### config.mk
export PLATFORM = sky130hd
export DESIGN_NAME = synth_prog_if
export DESIGN_NICKNAME = d
export VERILOG_FILES = /design/src/rtl/synth_prog_if.sv
export SDC_FILE = /design/constraint.sdc
export NUM_CORES = 1
export LEC_CHECK = 0
export BUFFER_PORTS_ARGS = -buffer_cell sky130_fd_sc_hd__buf_2
export CAP_MARGIN = 25
export CORE_ASPECT_RATIO = 2
export CORE_UTILIZATION = 34
export DETAILED_ROUTE_END_ITERATION = 8
export PLACE_DENSITY = 0.6
export SYNTH_ARGS = -nofsm -noshare
export SYNTH_HDL_FRONTEND = slang
export SYNTH_SLANG_ARGS = --single-unit
### constraint.sdc
create_clock -name clk -period 5.7 [get_ports clk]
set_clock_uncertainty 0.2 [all_clocks]
set_input_delay 1.14 -clock clk [delete_from_list [all_inputs] [get_ports clk]]
set_output_delay 1.14 -clock clk [all_outputs]
set_load 0.005 [all_outputs]
### src/rtl/synth_prog_if.sv
module synth_prog_if #(
  parameter logic [15:0] N_RST = 16'd1024,
  parameter logic [9:0]  R_RST = 10'd100
) (
  input  logic        clk,
  input  logic        rst_n,
  input  logic        ser_clk,
  input  logic        ser_data,
  input  logic        ser_strobe,
  input  logic        pon_pin,
  output logic [15:0] n_div,
  output logic [2:0]  nf_inc,
  output logic        mod5_sel,
  output logic [9:0]  r_div,
  output logic        pump_ratio,
  output logic        lock_od,
  output logic        power_up,
  output logic [7:0]  fc_code,
  output logic [21:0] test_bits,
  output logic        speed_up
);
  localparam int WORD_W = 24;
  localparam int CNT_W  = $clog2(WORD_W + 1);

  logic [2:0] ck_q, stb_q;
  logic [1:0] dat_q;
  logic [WORD_W-1:0] sr;
  logic [CNT_W-1:0] cnt;
  logic [7:0] fc_shadow;
  logic main_pwr, sup_win;

  always_ff @(posedge clk or negedge rst_n)
    if (!rst_n) begin
      ck_q <= '0; stb_q <= '0; dat_q <= '0;
    end else begin
      ck_q  <= {ck_q[1:0], ser_clk};
      stb_q <= {stb_q[1:0], ser_strobe};
      dat_q <= {dat_q[0], ser_data};
    end

  wire ck_rise  = ck_q[1] & ~ck_q[2];
  wire stb_hi   = stb_q[1];
  wire stb_rise = stb_q[1] & ~stb_q[2];
  wire stb_fall = ~stb_q[1] & stb_q[2];
  wire full     = (cnt == CNT_W'(WORD_W));
  wire a_load   = stb_rise & full & (sr[23:22] == 2'b00);
  wire b_load   = stb_rise & full & (sr[23:22] == 2'b01);
  wire d_load   = stb_rise & full & (sr[23:22] == 2'b11);

  always_ff @(posedge clk or negedge rst_n)
    if (!rst_n) begin
      sr <= '0; cnt <= '0;
    end else if (stb_rise) begin
      cnt <= '0;
    end else if (ck_rise && !stb_hi) begin
      sr <= {dat_q[1], sr[WORD_W-1:1]};
      if (!full) cnt <= cnt + 1'b1;
    end

  always_ff @(posedge clk or negedge rst_n)
    if (!rst_n) begin
      n_div <= N_RST; nf_inc <= '0; mod5_sel <= 1'b0; fc_code <= '0;
      r_div <= R_RST; lock_od <= 1'b0; main_pwr <= 1'b1; pump_ratio <= 1'b0;
      fc_shadow <= '0; test_bits <= '0;
    end else begin
      if (a_load) begin
        mod5_sel <= sr[21];
        nf_inc   <= sr[20:18];
        n_div    <= sr[17:2];
        fc_code  <= fc_shadow;
      end
      if (b_load) begin
        r_div      <= sr[21:12];
        lock_od    <= sr[11];
        main_pwr   <= sr[10];
        pump_ratio <= sr[9];
        fc_shadow  <= sr[8:1];
      end
      if (d_load) test_bits <= sr[21:0];
    end

  always_ff @(posedge clk or negedge rst_n)
    if (!rst_n)        sup_win <= 1'b0;
    else if (a_load)   sup_win <= 1'b1;
    else if (stb_fall) sup_win <= 1'b0;

  assign speed_up = sup_win | test_bits[16];
  assign power_up = pon_pin ^ main_pwr;

  assert_fc_commit_R4: assert property (@(posedge clk) disable iff (!rst_n)
    !$stable(fc_code) |-> $past(a_load));
  assert_ndiv_only_on_a_R2: assert property (@(posedge clk) disable iff (!rst_n)
    !$stable(n_div) |-> $past(a_load));
  assert_rdiv_only_on_b_R3: assert property (@(posedge clk) disable iff (!rst_n)
    !$stable(r_div) |-> $past(b_load));
  assert_frozen_shift_R6: assert property (@(posedge clk) disable iff (!rst_n)
    (stb_hi && !stb_rise) |=> $stable(sr));
  assert_window_close_R7: assert property (@(posedge clk) disable iff (!rst_n)
    stb_fall |=> !sup_win);
  assert_window_open_R7: assert property (@(posedge clk) disable iff (!rst_n)
    a_load |=> speed_up);
endmodule

==> results.json, run 1 <==
{
  "hold_path.class": "register to register",
  "synthesis.area_um2": 4328,
  "core_area_um2": 12480,
  "htree_levels": 3,
  "r2r_setup_slack_ns": 3.15,
  "start_util": 0.3467,
  "dieArea_um2": 13210,
  "cp.arrival_ns": 1.49,
  "cts_resized": 0,
  "die_w_um": 81.78,
  "ys_async_sr_fraction": 1.000,
  "grt_overflow_total": 0,
  "cts_hold_buf": 0,
  "synth_nets": 258,
  "synth_cell_type_count": 28,
  "yosys-top-cells-area": "dfrtp_1 60%, mux2_2 14%, mux2_4 14%",
  "hold_viol_final": 0,
  "status": "complete, no violations",
  "final_layout_size_suffix_gt1_frac": 0.5859,
  "yosys_most_used_dff": "dfrtp_1",
  "setup_viol": 0,
  "die-height_um": 161.6,
  "root_buffer": "clkbuf_16",
  "drt_iter0_markers": 109,
  "cts_tree": "done",
  "synth_common_cells": "104 x dfrtp_1, 55 x mux2_2, 40 x mux2_4, 6 x buf_6",
  "fmax_mhz": 353.3,
  "portBuffers": 69,
  "synth_simple_gate_area_frac": 0.03556,
  "p_per_area_nw_per_um2": 309.5,
  "wl_um": 8217,
  "synth_compound_area_frac": 0.01359,
  "synth_fa_ha_area_frac": 0.005782,
  "maxSlewHeadroom": 0.5222,
  "holdPathStages": 0,
  "via_per_inst": 4.811,
  "rsz0062_at_grt": "no",
  "nFillCells": 1179,
  "synth_edf_count": 0,
  "max_cap_violations": 0,
  "clk_pin_slew_ns": 0.07,
  "syn_area_per_cell_um2": 17.31,
  "finalCritPeriodShare": 0.4965,
  "cts_sinks": 109,
  "synth_top_family_by_area": "multiplexers",
  "yosysWarnings": 0,
  "r2r_start": "cnt[0]",
  "drtAntennaViolNets": 0,
  "tightest_slew_ns": 0.7136,
  "gp_congestion": 0.7304,
  "antenna_found_initial": 0,
  "grt_pass1_wl_um": 13460,
  "grt_pass1_vias": 2444,
  "synth_area_leader_cell": "dfrtp_1",
  "end_kind": "output pin",
  "r2r_end": "test_bits[12]",
  "grt_max_degree": 57,
  "nNetsFinal": 330,
  "hp-start": "stb_q[0]",
  "ff2ff_path_depth": 5,
  "p_leak_nw": 2.814,
  "cts_setup_buffers": 0,
  "vias": 2290,
  "ir_drop_mv": 0.1986,
  "syn_inst": 250,
  "grtUsageTotal": 0.1384,
  "post-route-min-period_ns": 2.830,
  "synth_most_common_cell": "dfrtp_1",
  "critical_path_class": "input port to output pin",
  "final_cells": 476,
  "required_ns": 4.36,
  "drtPass1Iterations": 4,
  "drv_slew": 0,
  "synth-xor-area-share": 0.006071,
  "rows": 58,
  "min_to": "stb_q[1]",
  "clk-insertion-delay-late_ns": 0.34,
  "crit_path_max_fanout": 1,
  "cp-start-kind": "input port",
  "yosysTopAreaCellShare": 0.6013,
  "hpwl_um": 5462,
  "drcViolationCount": 0,
  "syn_to_final_growth_pct": 18.04,
  "diodes": 0,
  "setup_tns_ns": 0,
  "placed_cells": 461,
  "wl_per_cell_um": 17.26,
  "cts_buffer_depth": 2,
  "ys_seq_area_frac": 0.6317,
  "cts_buffers": 9,
  "ys_seq_elements": 109,
  "io_pins": 70,
  "yosys-mux-area-fraction": 0.2842
}
## layer usage
layer	share of wire	global-route usage
met2	0.56	0.2393
met3	0.025	0.02147
met5	0	0
met4	0.022	0.06459
met1	0.40	0.1621
## cell families (layout without fill, tap and decap cells)
| logic type | Yosys count | count (layout) |
|---|---|---|
| AOI/OAI and AO/OA | 10 | 10 |
| xor gates and xnor gates | 3 | 3 |
| adders and majority gates | 2 | 2 |
| buffers and inverters | 13 | 89 |
| DFF | 109 | 109 |
| muxes | 96 | 96 |
| and+or+nand+nor | 17 | 17 |
## critical path, stage by stage
cell and delay (ns):
buf_2 0.10, xor2_1 0.13, buf_2 0.12
## cell usage in the layout (no fill, tap or decap), drive strengths merged, types with 2 or more instances in the layout
cell / Yosys / layout
a21oi: 4 / 4
o21ai: 3 / 3
clkbuf: 0 / 10
buf: 9 / 70
dfrtp: 104 / 104
mux2: 95 / 95
clkinvlp: 0 / 2
dfstp: 5 / 5
bufinv: 0 / 2
xor2: 3 / 3
nand3: 6 / 6
ha: 2 / 2
o2bb2ai: 2 / 2
inv: 4 / 5
nand4b: 2 / 2
## sequential cells by signal, indices dropped and copies added (netlist names)
name	count
test_bits	22
stb_q	3
sr	24
main_pwr	1
dat_q	2
cnt	5
nf_inc	3
r_div	10
pump_ratio	1
fc_code	8
mod5_sel	1
fc_shadow	8
sup_win	1
lock_od	1
n_div	16
ck_q	3
## stage by stage
stage,power (W),hold WS [ns],cell area [um^2],utilization,setup slack (ns)
after floorplan,0.0008879,0.1312,4328,-,3.068
after global placement,0.0009249,0.1384,4786,0.3834,2.867
after detailed placement,0.0009301,0.1449,4786,0.3834,2.869
after CTS,0.001605,0.1616,5109,0.4093,2.867
after global routing,0.001643,0.1720,5109,0.4093,2.853
final,0.001581,0.1541,5109,0.4093,2.870
## area by class of cell
class | instances | area [um^2] | share of cell area
flip-flops and latches | 109 | 2734 | 0.5351
multi-input cells | 128 | 1494 | 0.2924
repair buffers | 70 | 355.3 | 0.06956
clock buffers | 10 | 239.0 | 0.04678
well taps | 150 | 187.7 | 0.03674
clock inverters | 5 | 83.83 | 0.01641
inverters | 4 | 15.01 | 0.002939
## report_power, final
| part | leakage [nW] | internal (W) | switching (W) |
|---|---|---|---|
| registers | 1.47 | 0.000804 | 0.0000444 |
| logic | 1.19 | 0.0000312 | 0.0000305 |
| clock network | 0.151 | 0.000396 | 0.000275 |
| total | 2.81 | 0.00123 | 0.000350 |
## how the worst max path moves through the flow
| stage | from | to | slack (ns) | depth (start not counted) |
|---|---|---|---|---|
| floorplan | pon_pin | power_up | 3.07 | 1 |
| global placement | pon_pin | power_up | 2.87 | 3 |
| detailed placement | pon_pin | power_up | 2.87 | 3 |
| CTS | pon_pin | power_up | 2.87 | 3 |
| global route | pon_pin | power_up | 2.85 | 3 |
| finish | pon_pin | power_up | 2.87 | 3 |
No activity file was read; power rests on OpenSTA's default activity.
==> run 2: changes to the inputs <==
Clock period 5.7 ns to 2.9 ns, I/O delays scaled along.
==> run 2 against run 1 <==
  * Cell area increased by 0.27%
  * Setup slack got worse by 2.4 ns
  * Count of clock-buffer cells in the layout decreased by 1
  * Sequential share of layout area decreased by 0.14 points
  * Combinational power increased by 100%
  * Die area unchanged
  * Via count increased by 0.13%
  * Core utilization increased by 0.11 points
  * Sequential power increased by 97%
  * Register-to-register slack got worse by 2.7 ns
  * Cell count increased by 1.1%
==> results.json, run 2 (same netlist as run 1, synthesis figures left out) <==
{
  "required_ns": 2.93,
  "ir_drop_mv": 0.3437,
  "drtPass1Iterations": 4,
  "clockPowerShare": 0.400,
  "dieArea_um2": 13210,
  "post-route-min-period_ns": 2.439,
  "antenna_found_initial": 0,
  "final_layout_size_suffix_gt1_frac": 0.5891,
  "nNetsFinal": 334,
  "syn_to_final_growth_pct": 18.36,
  "setup_ws_ns": 0.4615,
  "cts_resized": 0,
  "via_per_inst": 4.767,
  "grt_pass1_vias": 2387,
  "io_pins": 70,
  "drv_slew": 0,
  "grtUsageTotal": 0.1410,
  "fmax_mhz": 410.1,
  "maxSlewHeadroom": 0.5259,
  "rsz0062_at_grt": "no",
  "cts_hold_buf": 1,
  "max_cap_violations": 0,
  "drcViolationCount": 0,
  "cts_setup_buffers": 0,
  "core_area_um2": 12480,
  "drt_iter0_markers": 93,
  "critical_path_class": "register to register",
  "p_int_w": 0.002250,
  "p_per_area_nw_per_um2": 584.1,
  "cp-start-kind": "register",
  "hold_path.class": "input port to register",
  "p_leak_nw": 2.828,
  "cts_buffers": 9,
  "status": "complete, no violations",
  "die_w_um": 81.78,
  "fin_util": 0.4104,
  "fin_area_um2": 5122,
  "diodes": 0,
  "wl_per_cell_um": 17.63,
  "cts_tree": "done",
  "rows": 58,
  "grt_pass1_wl_um": 13340,
  "grt_overflow_total": 0,
  "tightest_slew_ns": 0.7080,
  "layout_common_cells": "104 x dfrtp_1, 68 x buf_2, 55 x mux2_2",
  "portBuffers": 69,
  "switchingPower_w": 0.0007419,
  "regMostFlops": "sr",
  "cts_buffer_depth": 2,
  "hold_viol_final": 0,
  "start_util": 0.3467,
  "end_kind": "register",
  "root_buffer": "clkbuf_16",
  "finalCritPeriodShare": 0.8409,
  "grt_max_degree": 84,
  "die-height_um": 161.6,
  "htree_levels": 3,
  "cts_sinks": 109,
  "hpwl_um": 5818,
  "reg.largest.list": "sr x24, test_bits x22, n_div x16",
  "p_comb_frac": 0.042,
  "switching_share": 0.2480,
  "vias": 2293,
  "post-place-ws_ns": 0.4630,
  "drtAntennaViolNets": 0,
  "setup_tns_ns": 0,
  "clk_pin_slew_ns": 0.08,
  "clk-insertion-delay-late_ns": 0.35,
  "cp.arrival_ns": 2.47,
  "mostFrequentLayoutCell": "dfrtp_1",
  "gp_congestion": 0.7382,
  "wl_um": 8482,
  "seq_power_share": 0.558,
  "crit_path_max_fanout": 14,
  "dpl-instance-area_um2": 4821,
  "setup_viol": 0,
  "largest_register_ffs": 24
}
[run 2: cell types whose count changed in the layout (fill, tap and decap cells not counted)]
cell,before,now
buf_4,2,4
buf_12,0,1
inv_8,0,2
inv_6,1,2
clkinvlp_4,2,0
bufinv_16,2,0
clkbuf_8,1,0
dlygate4sd3_1,0,1
clkinv_4,0,3
[run 2: power groups by stage]
stage,clock [W],sequential [W],combinational (W)
floorplan,0,0.00167,0.0000796
global placement,0,0.00170,0.000122
detailed placement,0,0.00170,0.000129
CTS,0.00124,0.00167,0.000130
global route,0.00129,0.00168,0.000141
finish,0.00120,0.00167,0.000125
[run 2: worst max-delay path, stage by stage (launching register included)]
cell     delay (ns)
dfrtp_1        0.41
inv_1          0.10
ha_1           0.17
and4b_1        0.44
nand4_4        0.32
buf_4          0.34
mux2_4         0.32
[run 2: per-layer routing]
| metal | GRT usage | part of all wire | up-vias |
|---|---|---|---|
| met3 | 0.02542 | 0.024 | 11 |
| met5 | 0 | 0 | - |
| met4 | 0.07097 | 0.023 | 0 |
| li1 | - | - | 1040 |
| met2 | 0.2385 | 0.55 | 50 |
| met1 | 0.1656 | 0.40 | 1192 |
[run 2: cell type report]
| cell class | count | area, um^2 |
|---|---|---|
| tap | 150 | 187.7 |
| fill | 1173 | 7360 |
| clock buffer | 9 | 225.2 |
| multi-input combinational | 128 | 1494 |
| sequential | 109 | 2734 |
| timing repair buffer | 74 | 400.4 |
| clock inverter | 7 | 66.31 |
| inverter | 4 | 15.01 |
[run 2: path summary, 6_finish.rpt]
path / startpoint / to / slack (ns) / depth (start not counted)
max: cnt[0] / test_bits[16] / 0.46 / 6
min: ser_clk / ck_q[0] / 0.14 / 1
max reg2reg: cnt[0] / test_bits[16] / 0.46 / 6
min reg2reg: stb_q[0] / stb_q[1] / 0.15 / 0
max in group asynchronous: rst_n / r_div[2] / 1.22 / 3
min in group asynchronous: rst_n / dat_q[0] / 0.48 / 2
[run 2: per-stage QoR]
stage | hold slack, ns | instances | total power [W]
2_1_floorplan | 0.08441 | 250 | 0.001745
3_3_place_gp | 0.1347 | 464 | 0.001822
3_5_place_dp | 0.1356 | 464 | 0.001832
4_1_cts | 0.1261 | 481 | 0.003039
5_1_grt | 0.1230 | 481 | 0.003112
6_report | 0.1365 | 481 | 0.002992
==> run 3: changes to the inputs <==
Settings changed: ABC_AREA from default to 1, PLACE_DENSITY 0.6 to 0.59.
Clock period 2.9 ns to 2.46 ns, I/O delays scaled along.
==> run 3 against run 2 <==
  * Synthesized cell count up 93%
  * Core utilization is 0.15 points lower
  * Global-route usage up 1.7 points
  * Power is 31% higher
  * Cell count is 47% higher
  * Register-to-register slack better by 0.04 ns
  * Area after synthesis grew 4.2%
  * Largest power group unchanged
==> results.json, run 3 <==
{
  "grt_pass1_vias": 3292,
  "crit_top_cell": "nand2_1",
  "cts_tree": "done",
  "path_depth": 8,
  "grt_max_degree": 47,
  "setup_viol": 0,
  "synthesis.area_um2": 4512,
  "synth_nets": 491,
  "seq_area_um2": 2734,
  "drtPass1Iterations": 5,
  "yosysWarnings": 0,
  "core_area_um2": 12990,
  "reg.largest.list": "sr x24, test_bits x22, n_div x16",
  "synth_most_common_cell": "nand2_1",
  "vias": 3518,
  "required_ns": 2.49,
  "antenna_found_initial": 0,
  "cts_buffer_depth": 2,
  "hpwl_um": 7604,
  "final_layout_size_suffix_gt1_frac": 0.2108,
  "via_per_inst": 4.976,
  "drtAntennaViolNets": 0,
  "r2r_start": "cnt[1]",
  "critPathTopFamily": "simple AND/OR/NAND/NOR gates",
  "holdWs_ns": 0.05355,
  "cp.arrival_ns": 1.98,
  "ir_drop_mv": 0.3474,
  "tightest_slew_ns": 0.6261,
  "r2r_setup_slack_ns": 0.50,
  "slowest_delay_ns": 0.43,
  "status": "complete, no violations",
  "yosys-top-cells-area": "dfrtp_1 58%, nand2_1 15%, nand4_1 10%",
  "rsz0062_at_grt": "no",
  "maxSlewHeadroom": 0.5826,
  "cts_sinks": 109,
  "setup.worst_path.end": "cnt[1]",
  "ff2ff_path_depth": 8,
  "grt_overflow_total": 0,
  "hold_viol_final": 0,
  "hold_path.class": "input port to register",
  "r2r_end": "cnt[1]",
  "nNetsFinal": 558,
  "end_kind": "register",
  "start_util": 0.3473,
  "ys_seq_elements": 109,
  "yosys_most_used_dff": "dfrtp_1",
  "die_w_um": 83.46,
  "clk_pin_slew_ns": 0.07,
  "synth_cell_type_count": 19,
  "grt_pass1_wl_um": 17050,
  "dieArea_um2": 13760,
  "max_cap_violations": 0,
  "synth_edf_count": 0,
  "root_buffer": "clkbuf_16",
  "crit_path_max_fanout": 30,
  "drcViolationCount": 0,
  "htree_levels": 3,
  "syn_inst": 483,
  "largest_register_ffs": 24,
  "p_leak_nw": 3.039,
  "p_per_area_nw_per_um2": 735.0,
  "drt_iter0_markers": 236,
  "layout_common_cells": "183 x nand2_1, 104 x dfrtp_1, 72 x nand4_1",
  "rows": 59,
  "ys_async_sr_fraction": 1.000,
  "syn_area_per_cell_um2": 9.341,
  "wl_per_cell_um": 14.81,
  "nFillCells": 1293,
  "clk-insertion-delay-late_ns": 0.34,
  "die-height_um": 164.9,
  "syn_to_final_growth_pct": 17.75,
  "fmax_mhz": 511.1,
  "regMostFlops": "sr",
  "synth_area_leader_cell": "dfrtp_1",
  "synth_common_cells": "183 x nand2_1, 104 x dfrtp_1, 72 x nand4_1, 27 x inv_1",
  "grtUsageTotal": 0.1575,
  "cts_buffers": 9,
  "portBuffers": 69,
  "finalCritPeriodShare": 0.7954,
  "slowest_stage": "dfrtp_1",
  "wl_um": 10470,
  "cp-start-kind": "register",
  "startpoint": "cnt[1]",
  "critical_path_class": "register to register",
  "diodes": 0,
  "cts_resized": 0,
  "worst-path-buf-inv": 2,
  "multi_input_area_um2": 1438,
  "crit_chain": "inv_1, ha_1, nand2_1, nor2_4, buf_4, nor2_1, nand2_1, nand2_1",
  "post-route-min-period_ns": 1.957,
  "ys_seq_area_frac": 0.6059,
  "io_pins": 70,
  "drv_slew": 0,
  "yosysTopAreaCellShare": 0.5768,
  "gp_congestion": 0.7901,
  "mostFrequentLayoutCell": "nand2_1",
  "setup_tns_ns": 0
}
==> run 3: cell count changes after synthesis, moves of 7 or more <==
cell	change
nor2_1	+16
nand4_1	+72
a21oi_1	+7
mux2_2	-55
mux2_4	-40
inv_1	+23
nand2_1	+182
buf_2	+15
o21ai_0	+11
==> run 3: worst min path at each step <==
stage	from	endpoint	slack [ns]	depth (start not counted)
4_1_cts	ser_strobe	stb_q[0]	0.04	1
5_1_grt	ser_strobe	stb_q[0]	0.04	1
3_3_place_gp	dat_q[0]	dat_q[1]	0.13	0
2_1_floorplan	rst_n	ck_q[0]	-0.004	0
6_report	ser_strobe	stb_q[0]	0.05	1
3_5_place_dp	ck_q[0]	ck_q[1]	0.13	0
==> run 3: worst register-to-register path: cells and delay by family (launching register included) <==
family        cells  cell delay (ns)
fa+ha+maj         1             0.16
buf+inv           2             0.42
flops             1             0.43
simple gates      5             0.62
==> run 3: cells by family (layout without fill, tap and decap cells) <==
kind of cell / Yosys count / after routing / synth area share
AO/OA/AOI/OAI: 25 / 25 / 0.02773
XOR/XNOR: 1 / 1 / 0.001942
adder cells (fa/ha/maj): 2 / 2 / 0.005545
buffers and inverters: 63 / 135 / 0.07709
flip-flops: 109 / 109 / 0.6059
AND/OR/NAND/NOR: 283 / 283 / 0.2818
==> run 3: per-layer routing <==
metal / part of all wire / track usage
met1: 0.41 / 0.1860
met2: 0.53 / 0.2794
met3: 0.038 / 0.02599
met4: 0.027 / 0.07242
met5: 0 / 0
==> run 3: what timing repair did <==
item                                    in CTS  in global routing
hold buffers                                 1                  0
buffers inserted                             0                  0
endpoints found under the hold margin       37                  0
endpoints found under the setup margin       0                  0
==> run 3: area by class of cell <==
class / instances / share of cell area
Timing Repair Buffer: 91 / 0.09939
Multi-Input combinational cell: 311 / 0.2706
Clock buffer: 11 / 0.04757
Inverter: 28 / 0.01978
Tap cell: 152 / 0.03580
Clock inverter: 5 / 0.01225
Sequential cell: 109 / 0.5146
==> run 3: power breakdown <==
group	internal (W)	total, W	switching [W]
registers	0.00190	0.00206	0.000156
clock network	0.000856	0.00151	0.000653
logic	0.000104	0.000338	0.000234
==> run 3: metrics by stage <==
stage	power, W	utilization	area [um^2]	setup WS (ns)	std cells
detailed placement	0.002425	0.3837	4985	0.5335	690
finish	0.003905	0.4089	5313	0.5034	707
global route	0.004085	0.4089	5313	0.3802	707
floorplan	0.002247	-	4512	0.8748	483
global placement	0.002404	0.3837	4985	0.5917	690
CTS	0.003943	0.4089	5313	0.5234	707
